File: src/rtl/prefix_tree_pkg.sv
package prefix_tree_pkg;

   localparam int DFLT_SYM_W = 3;
   localparam int DFLT_AW    = 4;
   localparam int DFLT_NODES = 11;
   localparam int DFLT_ENT_W = 1 + DFLT_SYM_W + 2 * DFLT_AW;

   // Node entry layout, LSB first: child-for-1, child-for-0, symbol, leaf flag
   function automatic logic [DFLT_ENT_W-1:0] node_int(input int c0, input int c1);
      return {1'b0, {DFLT_SYM_W{1'b0}}, DFLT_AW'(c0), DFLT_AW'(c1)};
   endfunction

   function automatic logic [DFLT_ENT_W-1:0] node_leaf(input int s);
      return {1'b1, DFLT_SYM_W'(s), {(2 * DFLT_AW){1'b0}}};
   endfunction

   // Default tree: 00->0, 010->1, 011->2, 110->3, 1110->4; 10 and 1111 unused
   localparam logic [DFLT_NODES*DFLT_ENT_W-1:0] DFLT_TREE = {
      node_leaf(4),      // 10
      node_int(10, 0),   // 9  : 111
      node_leaf(3),      // 8
      node_leaf(2),      // 7
      node_leaf(1),      // 6
      node_int(8, 9),    // 5  : 11
      node_int(6, 7),    // 4  : 01
      node_leaf(0),      // 3
      node_int(0, 5),    // 2  : 1
      node_int(3, 4),    // 1  : 0
      node_int(1, 2)     // 0  : root
   };

endpackage

File: src/rtl/ptd_tree_rom.sv
module ptd_tree_rom #(
   parameter int SYM_W  = prefix_tree_pkg::DFLT_SYM_W,
   parameter int AW     = prefix_tree_pkg::DFLT_AW,
   parameter int NODES  = prefix_tree_pkg::DFLT_NODES,
   parameter int STRIDE = 1,
   parameter logic [NODES*(1+SYM_W+2*AW)-1:0] TREE = prefix_tree_pkg::DFLT_TREE
) (
   input  logic [AW-1:0]     cur,
   input  logic [STRIDE-1:0] bits,
   output logic              step_err,
   output logic              step_emit,
   output logic [SYM_W-1:0]  step_sym,
   output logic [AW-1:0]     step_nxt,
   output logic              cur_leaf
);

   localparam int ENT_W  = 1 + SYM_W + 2 * AW;
   localparam int RES_W  = 2 + SYM_W + AW;
   localparam int WAYS   = 1 << STRIDE;
   localparam int WIDE_N = NODES * WAYS;

   function automatic logic [ENT_W-1:0] ent(input logic [AW-1:0] a);
      int idx;
      idx = int'(a) * ENT_W;
      if (int'(a) < NODES) return TREE[idx +: ENT_W];
      return '0;
   endfunction

   function automatic logic is_leaf(input logic [AW-1:0] a);
      logic [ENT_W-1:0] e;
      e = ent(a);
      return e[ENT_W-1];
   endfunction

   // Result layout, MSB first: err, emit, symbol, next node
   function automatic logic [RES_W-1:0] walk1(input logic [AW-1:0] a, input logic b);
      logic [ENT_W-1:0] e;
      logic [ENT_W-1:0] ce;
      logic [AW-1:0]    ch;
      logic [RES_W-1:0] r;
      e  = ent(a);
      ch = b ? e[0 +: AW] : e[AW +: AW];
      r  = '0;
      if (e[ENT_W-1] || ch == '0 || int'(ch) >= NODES) begin
         r[RES_W-1] = 1'b1;
      end else begin
         ce = ent(ch);
         if (ce[ENT_W-1]) begin
            r[RES_W-2]      = 1'b1;
            r[AW +: SYM_W]  = ce[2*AW +: SYM_W];
         end else begin
            r[0 +: AW] = ch;
         end
      end
      return r;
   endfunction

   function automatic logic [RES_W-1:0] walk2(input logic [AW-1:0] a, input logic [1:0] p);
      logic [RES_W-1:0] r1;
      logic [RES_W-1:0] r2;
      r1 = walk1(a, p[1]);
      if (r1[RES_W-1]) return r1;
      if (r1[RES_W-2]) begin
         r2 = walk1('0, p[0]);
         r2[RES_W-2]     = 1'b1;
         r2[AW +: SYM_W] = r1[AW +: SYM_W];
         return r2;
      end
      return walk1(r1[0 +: AW], p[0]);
   endfunction

   function automatic logic [WIDE_N*RES_W-1:0] build_wide();
      logic [WIDE_N*RES_W-1:0] w;
      w = '0;
      for (int n = 0; n < NODES; n++) begin
         for (int p = 0; p < WAYS; p++) begin
            w[(n*WAYS + p)*RES_W +: RES_W] = walk2(AW'(n), 2'(p));
         end
      end
      return w;
   endfunction

   localparam logic [RES_W-1:0] ROOT_ON0 = walk1('0, 1'b0);
   localparam logic [RES_W-1:0] ROOT_ON1 = walk1('0, 1'b1);

   initial begin : elab_chk
      if (STRIDE != 1 && STRIDE != 2)
         $fatal(1, "ptd_tree_rom: STRIDE must be 1 or 2");
      if (NODES < 2 || NODES > (1 << AW))
         $fatal(1, "ptd_tree_rom: NODES does not fit the address width");
      if (TREE[ENT_W-1])
         $fatal(1, "ptd_tree_rom: root node must be internal");
      if (STRIDE == 2 && (ROOT_ON0[RES_W-1 -: 2] != 2'b00 || ROOT_ON1[RES_W-1 -: 2] != 2'b00))
         $fatal(1, "ptd_tree_rom: stride 2 needs two internal root children");
   end

   logic [RES_W-1:0] res;

   generate
      if (STRIDE == 1) begin : g_bitwise
         assign res = walk1(cur, bits[0]);
      end else begin : g_pairwise
         localparam logic [WIDE_N*RES_W-1:0] WIDE = build_wide();
         always_comb begin
            res = {1'b1, {(RES_W-1){1'b0}}};
            if (int'(cur) < NODES)
               res = WIDE[(int'(cur)*WAYS + int'(bits))*RES_W +: RES_W];
         end
      end
   endgenerate

   assign step_err  = res[RES_W-1];
   assign step_emit = res[RES_W-2];
   assign step_sym  = res[AW +: SYM_W];
   assign step_nxt  = res[0 +: AW];
   assign cur_leaf  = is_leaf(cur);

endmodule

File: src/rtl/ptd_walker.sv
module ptd_walker #(
   parameter int AW = prefix_tree_pkg::DFLT_AW
) (
   input  logic          clk,
   input  logic          rst_n,
   input  logic          take,
   input  logic          step_err,
   input  logic [AW-1:0] step_nxt,
   input  logic          cur_leaf,
   output logic [AW-1:0] cur_q
);

   always_ff @(posedge clk) begin
      if (!rst_n)
         cur_q <= '0;
      else if (take)
         cur_q <= step_err ? '0 : step_nxt;
   end


   idle_hold_chk: assert property (@(posedge clk) disable iff (!rst_n)
      !take |=> $stable(cur_q));


   err_root_chk: assert property (@(posedge clk) disable iff (!rst_n)
      (take && step_err) |=> (cur_q == '0));


   node_chk: assert property (@(posedge clk) disable iff (!rst_n)
      !cur_leaf);

endmodule

File: src/rtl/ptd_out_stage.sv
module ptd_out_stage #(
   parameter int SYM_W = prefix_tree_pkg::DFLT_SYM_W
) (
   input  logic             clk,
   input  logic             rst_n,
   input  logic             take,
   input  logic             step_err,
   input  logic             step_emit,
   input  logic [SYM_W-1:0] step_sym,
   input  logic             sym_ready,
   output logic             can_take,
   output logic             sym_valid,
   output logic [SYM_W-1:0] sym_idx,
   output logic             path_err
);

   always_ff @(posedge clk) begin
      if (!rst_n) begin
         sym_valid <= 1'b0;
         sym_idx   <= '0;
         path_err  <= 1'b0;
      end else begin
         path_err <= take && step_err;
         if (take && step_emit && !step_err) begin
            sym_valid <= 1'b1;
            sym_idx   <= step_sym;
         end else if (sym_ready) begin
            sym_valid <= 1'b0;
         end
      end
   end

   assign can_take = !sym_valid || sym_ready;


   sym_hold_chk: assert property (@(posedge clk) disable iff (!rst_n)
      (sym_valid && !sym_ready) |=> (sym_valid && $stable(sym_idx)));


   err_excl_chk: assert property (@(posedge clk) disable iff (!rst_n)
      path_err |-> !sym_valid);

endmodule

File: src/rtl/prefix_tree_decoder.sv
module prefix_tree_decoder #(
   parameter int SYM_W  = prefix_tree_pkg::DFLT_SYM_W,
   parameter int AW     = prefix_tree_pkg::DFLT_AW,
   parameter int NODES  = prefix_tree_pkg::DFLT_NODES,
   parameter int STRIDE = 1,
   parameter logic [NODES*(1+SYM_W+2*AW)-1:0] TREE = prefix_tree_pkg::DFLT_TREE
) (
   input  logic              clk,
   input  logic              rst_n,
   input  logic              bit_valid,
   input  logic [STRIDE-1:0] bit_data,
   output logic              bit_ready,
   output logic              sym_valid,
   output logic [SYM_W-1:0]  sym_idx,
   input  logic              sym_ready,
   output logic              path_err
);

   logic [AW-1:0]    cur_q;
   logic             step_err;
   logic             step_emit;
   logic [SYM_W-1:0] step_sym;
   logic [AW-1:0]    step_nxt;
   logic             cur_leaf;
   logic             take;

   assign take = bit_valid && bit_ready;

   ptd_tree_rom #(
      .SYM_W (SYM_W),
      .AW    (AW),
      .NODES (NODES),
      .STRIDE(STRIDE),
      .TREE  (TREE)
   ) u_rom (
      .cur      (cur_q),
      .bits     (bit_data),
      .step_err (step_err),
      .step_emit(step_emit),
      .step_sym (step_sym),
      .step_nxt (step_nxt),
      .cur_leaf (cur_leaf)
   );

   ptd_walker #(.AW(AW)) u_walk (
      .clk     (clk),
      .rst_n   (rst_n),
      .take    (take),
      .step_err(step_err),
      .step_nxt(step_nxt),
      .cur_leaf(cur_leaf),
      .cur_q   (cur_q)
   );

   ptd_out_stage #(.SYM_W(SYM_W)) u_out (
      .clk      (clk),
      .rst_n    (rst_n),
      .take     (take),
      .step_err (step_err),
      .step_emit(step_emit),
      .step_sym (step_sym),
      .sym_ready(sym_ready),
      .can_take (bit_ready),
      .sym_valid(sym_valid),
      .sym_idx  (sym_idx),
      .path_err (path_err)
   );


   emit_chk: assert property (@(posedge clk) disable iff (!rst_n)
      (take && step_emit && !step_err) |=> sym_valid);

endmodule

File: config.mk
export PLATFORM = sky130hd
export DESIGN_NAME = prefix_tree_decoder
export DESIGN_NICKNAME = d
export VERILOG_FILES = /design/src/rtl/prefix_tree_pkg.sv /design/src/rtl/ptd_tree_rom.sv /design/src/rtl/ptd_walker.sv /design/src/rtl/ptd_out_stage.sv /design/src/rtl/prefix_tree_decoder.sv
export SDC_FILE = /design/constraint.sdc
export NUM_CORES = 1
export LEC_CHECK = 0
export ABC_AREA = 1
export BUFFER_PORTS_ARGS = -buffer_cell sky130_fd_sc_hd__buf_2
export CAP_MARGIN = 25
export CORE_MARGIN = 3
export CORE_UTILIZATION = 55
export DETAILED_ROUTE_END_ITERATION = 10
export PLACE_DENSITY = 0.76
export SYNTH_ARGS = -nofsm -noshare
export SYNTH_HDL_FRONTEND = slang
export SYNTH_HIERARCHICAL = 1
export SYNTH_SLANG_ARGS = --single-unit
File: constraint.sdc
create_clock -name clk -period 2.6 [get_ports clk]
set_input_delay 0.52 -clock clk [delete_from_list [all_inputs] [get_ports clk]]
set_output_delay 0.52 -clock clk [all_outputs]
set_load 0.05 [all_outputs]
=== Yosys cells after proc, flatten, opt, wreduce, memory -nomap -nowiden ===
Index checks and enable logic that the tools add are counted.

* $mul: 2
* Order comparisons: 3
* Shifts and indexed selects: 2
* Multiplexer cells: 16
* Reductions and logical operators: 11

{| class="wikitable"
|+ Operator list
! cell !! number
|-
| $shiftx 132x32->12 const A || 1
|-
| $shiftx 132x9->12 const A || 1
|-
| $mux 12 || 5
|-
| $mux 4 || 4
|-
| $mul 4x2->6 const B || 2
|-
| $lt 4x4->1 const B || 2
|-
| $mux 8 || 1
|-
| $mux 1 || 6
|-
| $ge 4x4->1 const B || 1
|-
| $logic_and 1x1->1 || 4
|-
| $logic_not 4->1 || 1
|-
| $logic_or 1x1->1 || 3
|-
| $logic_not 1->1 || 2
|-
| $reduce_bool 2->1 || 1
|}

* Register bits after elaboration: 9
* Input port bits: 5

=== Depth between registers and ports, before layout ===
* Depth in word-level cells: 16
* Depth in mapped cells: 16
* Gate-level depth less buffers: 16

=== By module ===
Netlist, hierarchy kept.

{| class="wikitable"
|+ By module, submodules not included
! module !! times used !! cells each !! area each (µm²) !! seq. area each (µm²)
|-
| ptd_tree_rom || 1 || 90 || 474.2 || 0.0
|-
| ptd_out_stage || 1 || 28 || 201.4 || 100.1
|-
| ptd_walker || 1 || 19 || 146.4 || 80.1
|-
| prefix_tree_decoder || 1 || 2 || 7.5 || 0.0
|}

=== Worst setup path before layout ===
OpenSTA, ideal clock, no wires.

* Path type: register to register
* Start: register u_walk.cur_q[1]
* End: register u_out.sym_idx[0]
* Data arrival time: 1,679 ps
* Data required time: 2,487 ps
* Setup slack: 808 ps
* Stages on the path, launching flop included: 14
* Path through: dfxtp_1 -> inv_1 -> ha_1 -> inv_1 -> nor2_1 -> nand2_1 -> nand2_2 -> inv_2 -> nand2_1 -> nand3_1 -> a21oi_1 -> nand3_4 -> nor2_1 -> nor2_1

* Word-level cells in the longest chain between the ends: 14
* Elaborated cells between the ends (all ways): 25
* Those cells by class: mul (2); order compare (3); shift (2); mux (12); reduce/logical (6)

{| class="wikitable"
|+ Ends and longest elaborated chain
! what !! RTL line !! RTL
|-
| from (decl) || ptd_walker.sv:10 || <nowiki>output logic [AW-1:0] cur_q</nowiki>
|-
| from (signal assigned) || ptd_walker.sv:17 || <nowiki>cur_q <= step_err ? '0 : step_nxt;</nowiki>
|-
| $mul 4x2->6 || -- ||
|-
| $shiftx 132x9->12 || ptd_tree_rom.sv:25 || <nowiki>if (int'(a) < NODES) return TREE[idx +: ENT_W];</nowiki>
|-
| $mux 12 || ptd_tree_rom.sv:25 ||
|-
| $mux 12 * || ptd_tree_rom.sv:26 || <nowiki>return '0;</nowiki>
|-
| $mux 4 || ptd_tree_rom.sv:42 || <nowiki>ch = b ? e[0 +: AW] : e[AW +: AW];</nowiki>
|-
| $mul 4x2->6 / $lt 4x4->1 (equally long branches) || ptd_tree_rom.sv:24, ptd_tree_rom.sv:25 ||
|-
| $shiftx 132x32->12 / $mux 1 (equally long branches) || ptd_tree_rom.sv:25 ||
|-
| $mux 12 / $mux 1 (equally long branches) || ptd_tree_rom.sv:25, ptd_tree_rom.sv:44 ||
|-
| $mux 12 || ptd_tree_rom.sv:26 ||
|-
| $mux 12 || ptd_tree_rom.sv:44 || <nowiki>if (e[ENT_W-1] || ch == '0 || int'(ch) >= NODES) begin</nowiki>
|-
| $mux 4 || ptd_tree_rom.sv:48 || <nowiki>if (ce[ENT_W-1]) begin</nowiki>
|-
| $mux 8 * || ptd_tree_rom.sv:44 ||
|-
| named net step_emit || prefix_tree_decoder.sv:21 || <nowiki>logic step_emit;</nowiki>
|-
| $logic_and 1x1->1 * (2 in a row) || ptd_out_stage.sv:24 || <nowiki>if (take && step_emit && !step_err) begin</nowiki>
|-
| to (signal assigned) || ptd_out_stage.sv:26 || <nowiki>sym_idx <= step_sym;</nowiki>
|-
| to (decl) || ptd_out_stage.sv:13 || <nowiki>output logic [SYM_W-1:0] sym_idx,</nowiki>
|}

The timed path passes the listed nets; every way through them passes the cells marked *. The select of a mux whose other input is x is not followed.
A chain may end at the register's enable or synchronous reset.

=== Worst setup path in the final report ===
* Start: register u_walk.cur_q[1]
* End: register u_out.sym_idx[1]

Same word-level chain as after synthesis.

==> flow_summary.json <==
{
  "p_sw_frac": 0.361,
  "rows": 13,
  "finClkSkew_ps": 0.641,
  "netlist_instances": 139,
  "synth-seq-area-share": 0.217,
  "worstSetupStartpointType": "register",
  "final_layout_size_suffix_gt1_frac": 0.211,
  "totalPowerFinal_w": 0.000370,
  "max-clock-path-buffers": 2,
  "wl_um": 1610,
  "dp_worst_setup_slack_ps": 647,
  "tritoncts_clock_tree": "done",
  "postCtsResizedCells": 0,
  "grt_start_max_net_pins": 11,
  "vdd.ir_drop.worst_mv": 0.345,
  "cts_post_setup_buffers_inserted": 0,
  "number_of_different_library_cells_in_the_post_synthesis_netlist": 21,
  "rsz_0062_raised_after_global_routing": "no",
  "syn2layout_area_growth_pct": 10.3,
  "timing_hold_violations_final": 0,
  "finalCritPeriodShare": 0.756,
  "top_library_cells_by_usage_in_the_layout_fill_and_taps_aside": "41 x sky130_fd_sc_hd__nand2_1, 20 x sky130_fd_sc_hd__nor2_1, 19 x sky130_fd_sc_hd__inv_1",
  "clkLatencyLatePin_ps": 250,
  "crit_arrival_ps": 2150,
  "grt_util_all_layers": 0.184,
  "setup.worst_path.start": "u_walk/cur_q[1]",
  "die_width_um": 44.8,
  "post-dp-hpwl_um": 1340,
  "cts-buffers-inserted": 3,
  "finish.net_count": 162,
  "drtIter0Drc": 19,
  "port_buffer_cells": 10,
  "viasPerCell": 4.92,
  "tritoncts_num_sinks": 9,
  "cellInternalPower_w": 0.000237,
  "final_common_cell": "sky130_fd_sc_hd__nand2_1",
  "routed_wire_length_per_instance_um": 9.62,
  "holdBufCountCts": 0,
  "clock.fmax_ghz": 0.509,
  "run_status": "completed",
  "core_mm2": 0.00135,
  "regToRegStartpoint": "u_walk/cur_q[1]",
  "final_antenna_violating_net_count": 0,
  "post_synth_instance_area_um2": 830,
  "num_io_pins": 11,
  "critical_path.endpoint": "u_out/sym_idx[1]",
  "clock-root-buffer": "sky130_fd_sc_hd__clkbuf_4",
  "power.combinational.fraction": 0.319,
  "grt_antenna_before_repair": 0,
  "ys_top_cells_by_area": "sky130_fd_sc_hd__dfxtp_1 22%, sky130_fd_sc_hd__nand2_1 19%, sky130_fd_sc_hd__nand3_1 9.0%",
  "first_global_vias": 709,
  "synth_nets": 148,
  "detailroute.via_count": 821,
  "layout.filler_cells": 133,
  "setup-tns-final_ps": 0,
  "clkPwrFrac": 0.274,
  "initial_core_util": 0.614,
  "synth_area_leader_cell": "sky130_fd_sc_hd__dfxtp_1",
  "holdCritPathClass": "register to register",
  "yosysWarningCount": 6,
  "p_switching_w": 0.000134,
  "antennaDiodeCount": 0,
  "global_route_wire_length_before_repair_um": 2750,
  "total_leakage_power_nw": 0.499,
  "crit_type": "register to register",
  "timing.final.setup_violations": 0,
  "powerDensity_mw_per_mm2": 405,
  "setup.reg_to_reg.worst_slack_ps": 630,
  "slew_violations": 0,
  "crit_required_ps": 2780,
  "timing.final.crit_period_ps": 1970,
  "worst-path-max-fanout": 7,
  "seq_power_share": 0.406,
  "cts_max_level": 1,
  "gp_routability_congestion": 0.843,
  "worstRegToRegCells": 14,
  "drt_pass1_iterations": 4,
  "critPathCaptureType": "register",
  "syn-mean-instance-area_um2": 5.97,
  "die_h_um": 44.8,
  "r2r_end": "u_out/sym_idx[1]",
  "overall_die_area_mm2": 0.00201,
  "post_cts_clock_slew_at_the_launch_and_capture_registers_of_the_worst_setup_and_hold_paths_ps": 60,
  "max_slew.worst_pin.slew_ps": 439,
  "grt_overflow_total": 0,
  "slew_headroom": 0.707,
  "maxCapViolCount": 0,
  "detail_route.drc_violations": 0,
  "postLayoutSetupSlackWorst_ps": 634,
  "synth_top_area_frac": 0.217,
  "yosys_register_bits": 9
}
routing by layer:
metal	vias to the layer above	global-route usage	wire length, um
li1	450	-	-
met1	351	0.233	744
met2	18	0.301	766
met3	2	0.0159	77
met4	0	0.111	17
met5	-	0	0
per-stage QoR:
step,instances,cell area (um2),utilization,hold slack (ps)
detailed placement,163,887,0.657,505
global route,167,915,0.677,539
global placement,163,887,0.657,498
finish,167,915,0.677,525
CTS,167,915,0.677,526
floorplan,139,830,-,457
kinds of logic after synthesis:
logic type / count (synthesis) / share of synthesized area
flip-flops: 9 / 0.217
buffers and inverters: 26 / 0.133
AO/OA/AOI/OAI: 8 / 0.0483
adder cells (fa/ha/maj): 4 / 0.0603
AND/OR/NAND/NOR: 92 / 0.541
critical path, stage by stage (launching register included):
cell and delay, ps:
sky130_fd_sc_hd__dfxtp_1 410, sky130_fd_sc_hd__inv_1 100, sky130_fd_sc_hd__ha_1 280, sky130_fd_sc_hd__inv_1 30, sky130_fd_sc_hd__nor2_1 70, sky130_fd_sc_hd__nand2_1 60, sky130_fd_sc_hd__nand2_2 100, sky130_fd_sc_hd__inv_2 70
sky130_fd_sc_hd__nand2_1 100, sky130_fd_sc_hd__nand3_1 90, sky130_fd_sc_hd__a21oi_1 230, sky130_fd_sc_hd__nand3_4 130, sky130_fd_sc_hd__nand2_1 80, sky130_fd_sc_hd__nand2_1 40, sky130_fd_sc_hd__nor2_1 100
how the worst min path moves through the flow:
stage | endpoint | startpoint | depth (start not counted) | slack (ps)
finish | u_out/sym_valid | u_out/sym_valid | 2 | 520
global route | u_out/sym_idx[1] | rst_n | 3 | 540
CTS | u_out/sym_valid | u_out/sym_valid | 2 | 530
detailed placement | u_out/sym_idx[0] | u_out/sym_idx[0] | 4 | 510
global placement | u_out/sym_idx[2] | u_out/sym_idx[2] | 4 | 500
floorplan | u_walk/cur_q[2] | u_walk/cur_q[2] | 2 | 460
power groups by stage:
stage / combinational (W) / clock (W) / sequential [W]
finish: 0.000118 / 0.000102 / 0.000150
global route: 0.000133 / 0.000112 / 0.000151
CTS: 0.000119 / 0.000107 / 0.000151
detailed placement: 0.000118 / 0 / 0.000154
global placement: 0.000117 / 0 / 0.000153
floorplan: 0.0000773 / 0 / 0.000171
flip-flops by register name (all words and copies together), names as in the netlist:
| register | flops |
|---|---|
| u_walk/cur_q | 4 |
| u_out/sym_idx | 3 |
| u_out/path_err | 1 |
| u_out/sym_valid | 1 |
cell usage after synthesis:
library cell / n
sky130_fd_sc_hd__ha_1: 4
sky130_fd_sc_hd__nor2_2: 2
sky130_fd_sc_hd__inv_2: 4
sky130_fd_sc_hd__nand2_4: 2
sky130_fd_sc_hd__nand2_2: 4
sky130_fd_sc_hd__inv_1: 19
sky130_fd_sc_hd__buf_6: 1
sky130_fd_sc_hd__clkinv_1: 1
sky130_fd_sc_hd__o21ai_0: 1
sky130_fd_sc_hd__nand3_2: 1
sky130_fd_sc_hd__inv_6: 1
sky130_fd_sc_hd__nand4_1: 2
sky130_fd_sc_hd__nor2_1: 20
sky130_fd_sc_hd__nand3_4: 2
sky130_fd_sc_hd__nor2_4: 2
sky130_fd_sc_hd__a21oi_1: 6
sky130_fd_sc_hd__nand2_1: 41
sky130_fd_sc_hd__nand3_1: 15
sky130_fd_sc_hd__nor3_1: 1
sky130_fd_sc_hd__o21ai_1: 1
sky130_fd_sc_hd__dfxtp_1: 9
layout make-up:
type	instances	area (um2)	area share
flip-flops and latches	9	180	0.197
clock buffers	3	22.5	0.0246
repair buffers	10	50.0	0.0547
well taps	15	18.8	0.0205
inverters	25	98.8	0.108
multi-input cells	104	539	0.590
clock inverters	1	5.00	0.00547
(Power assumes the default switching activity.)
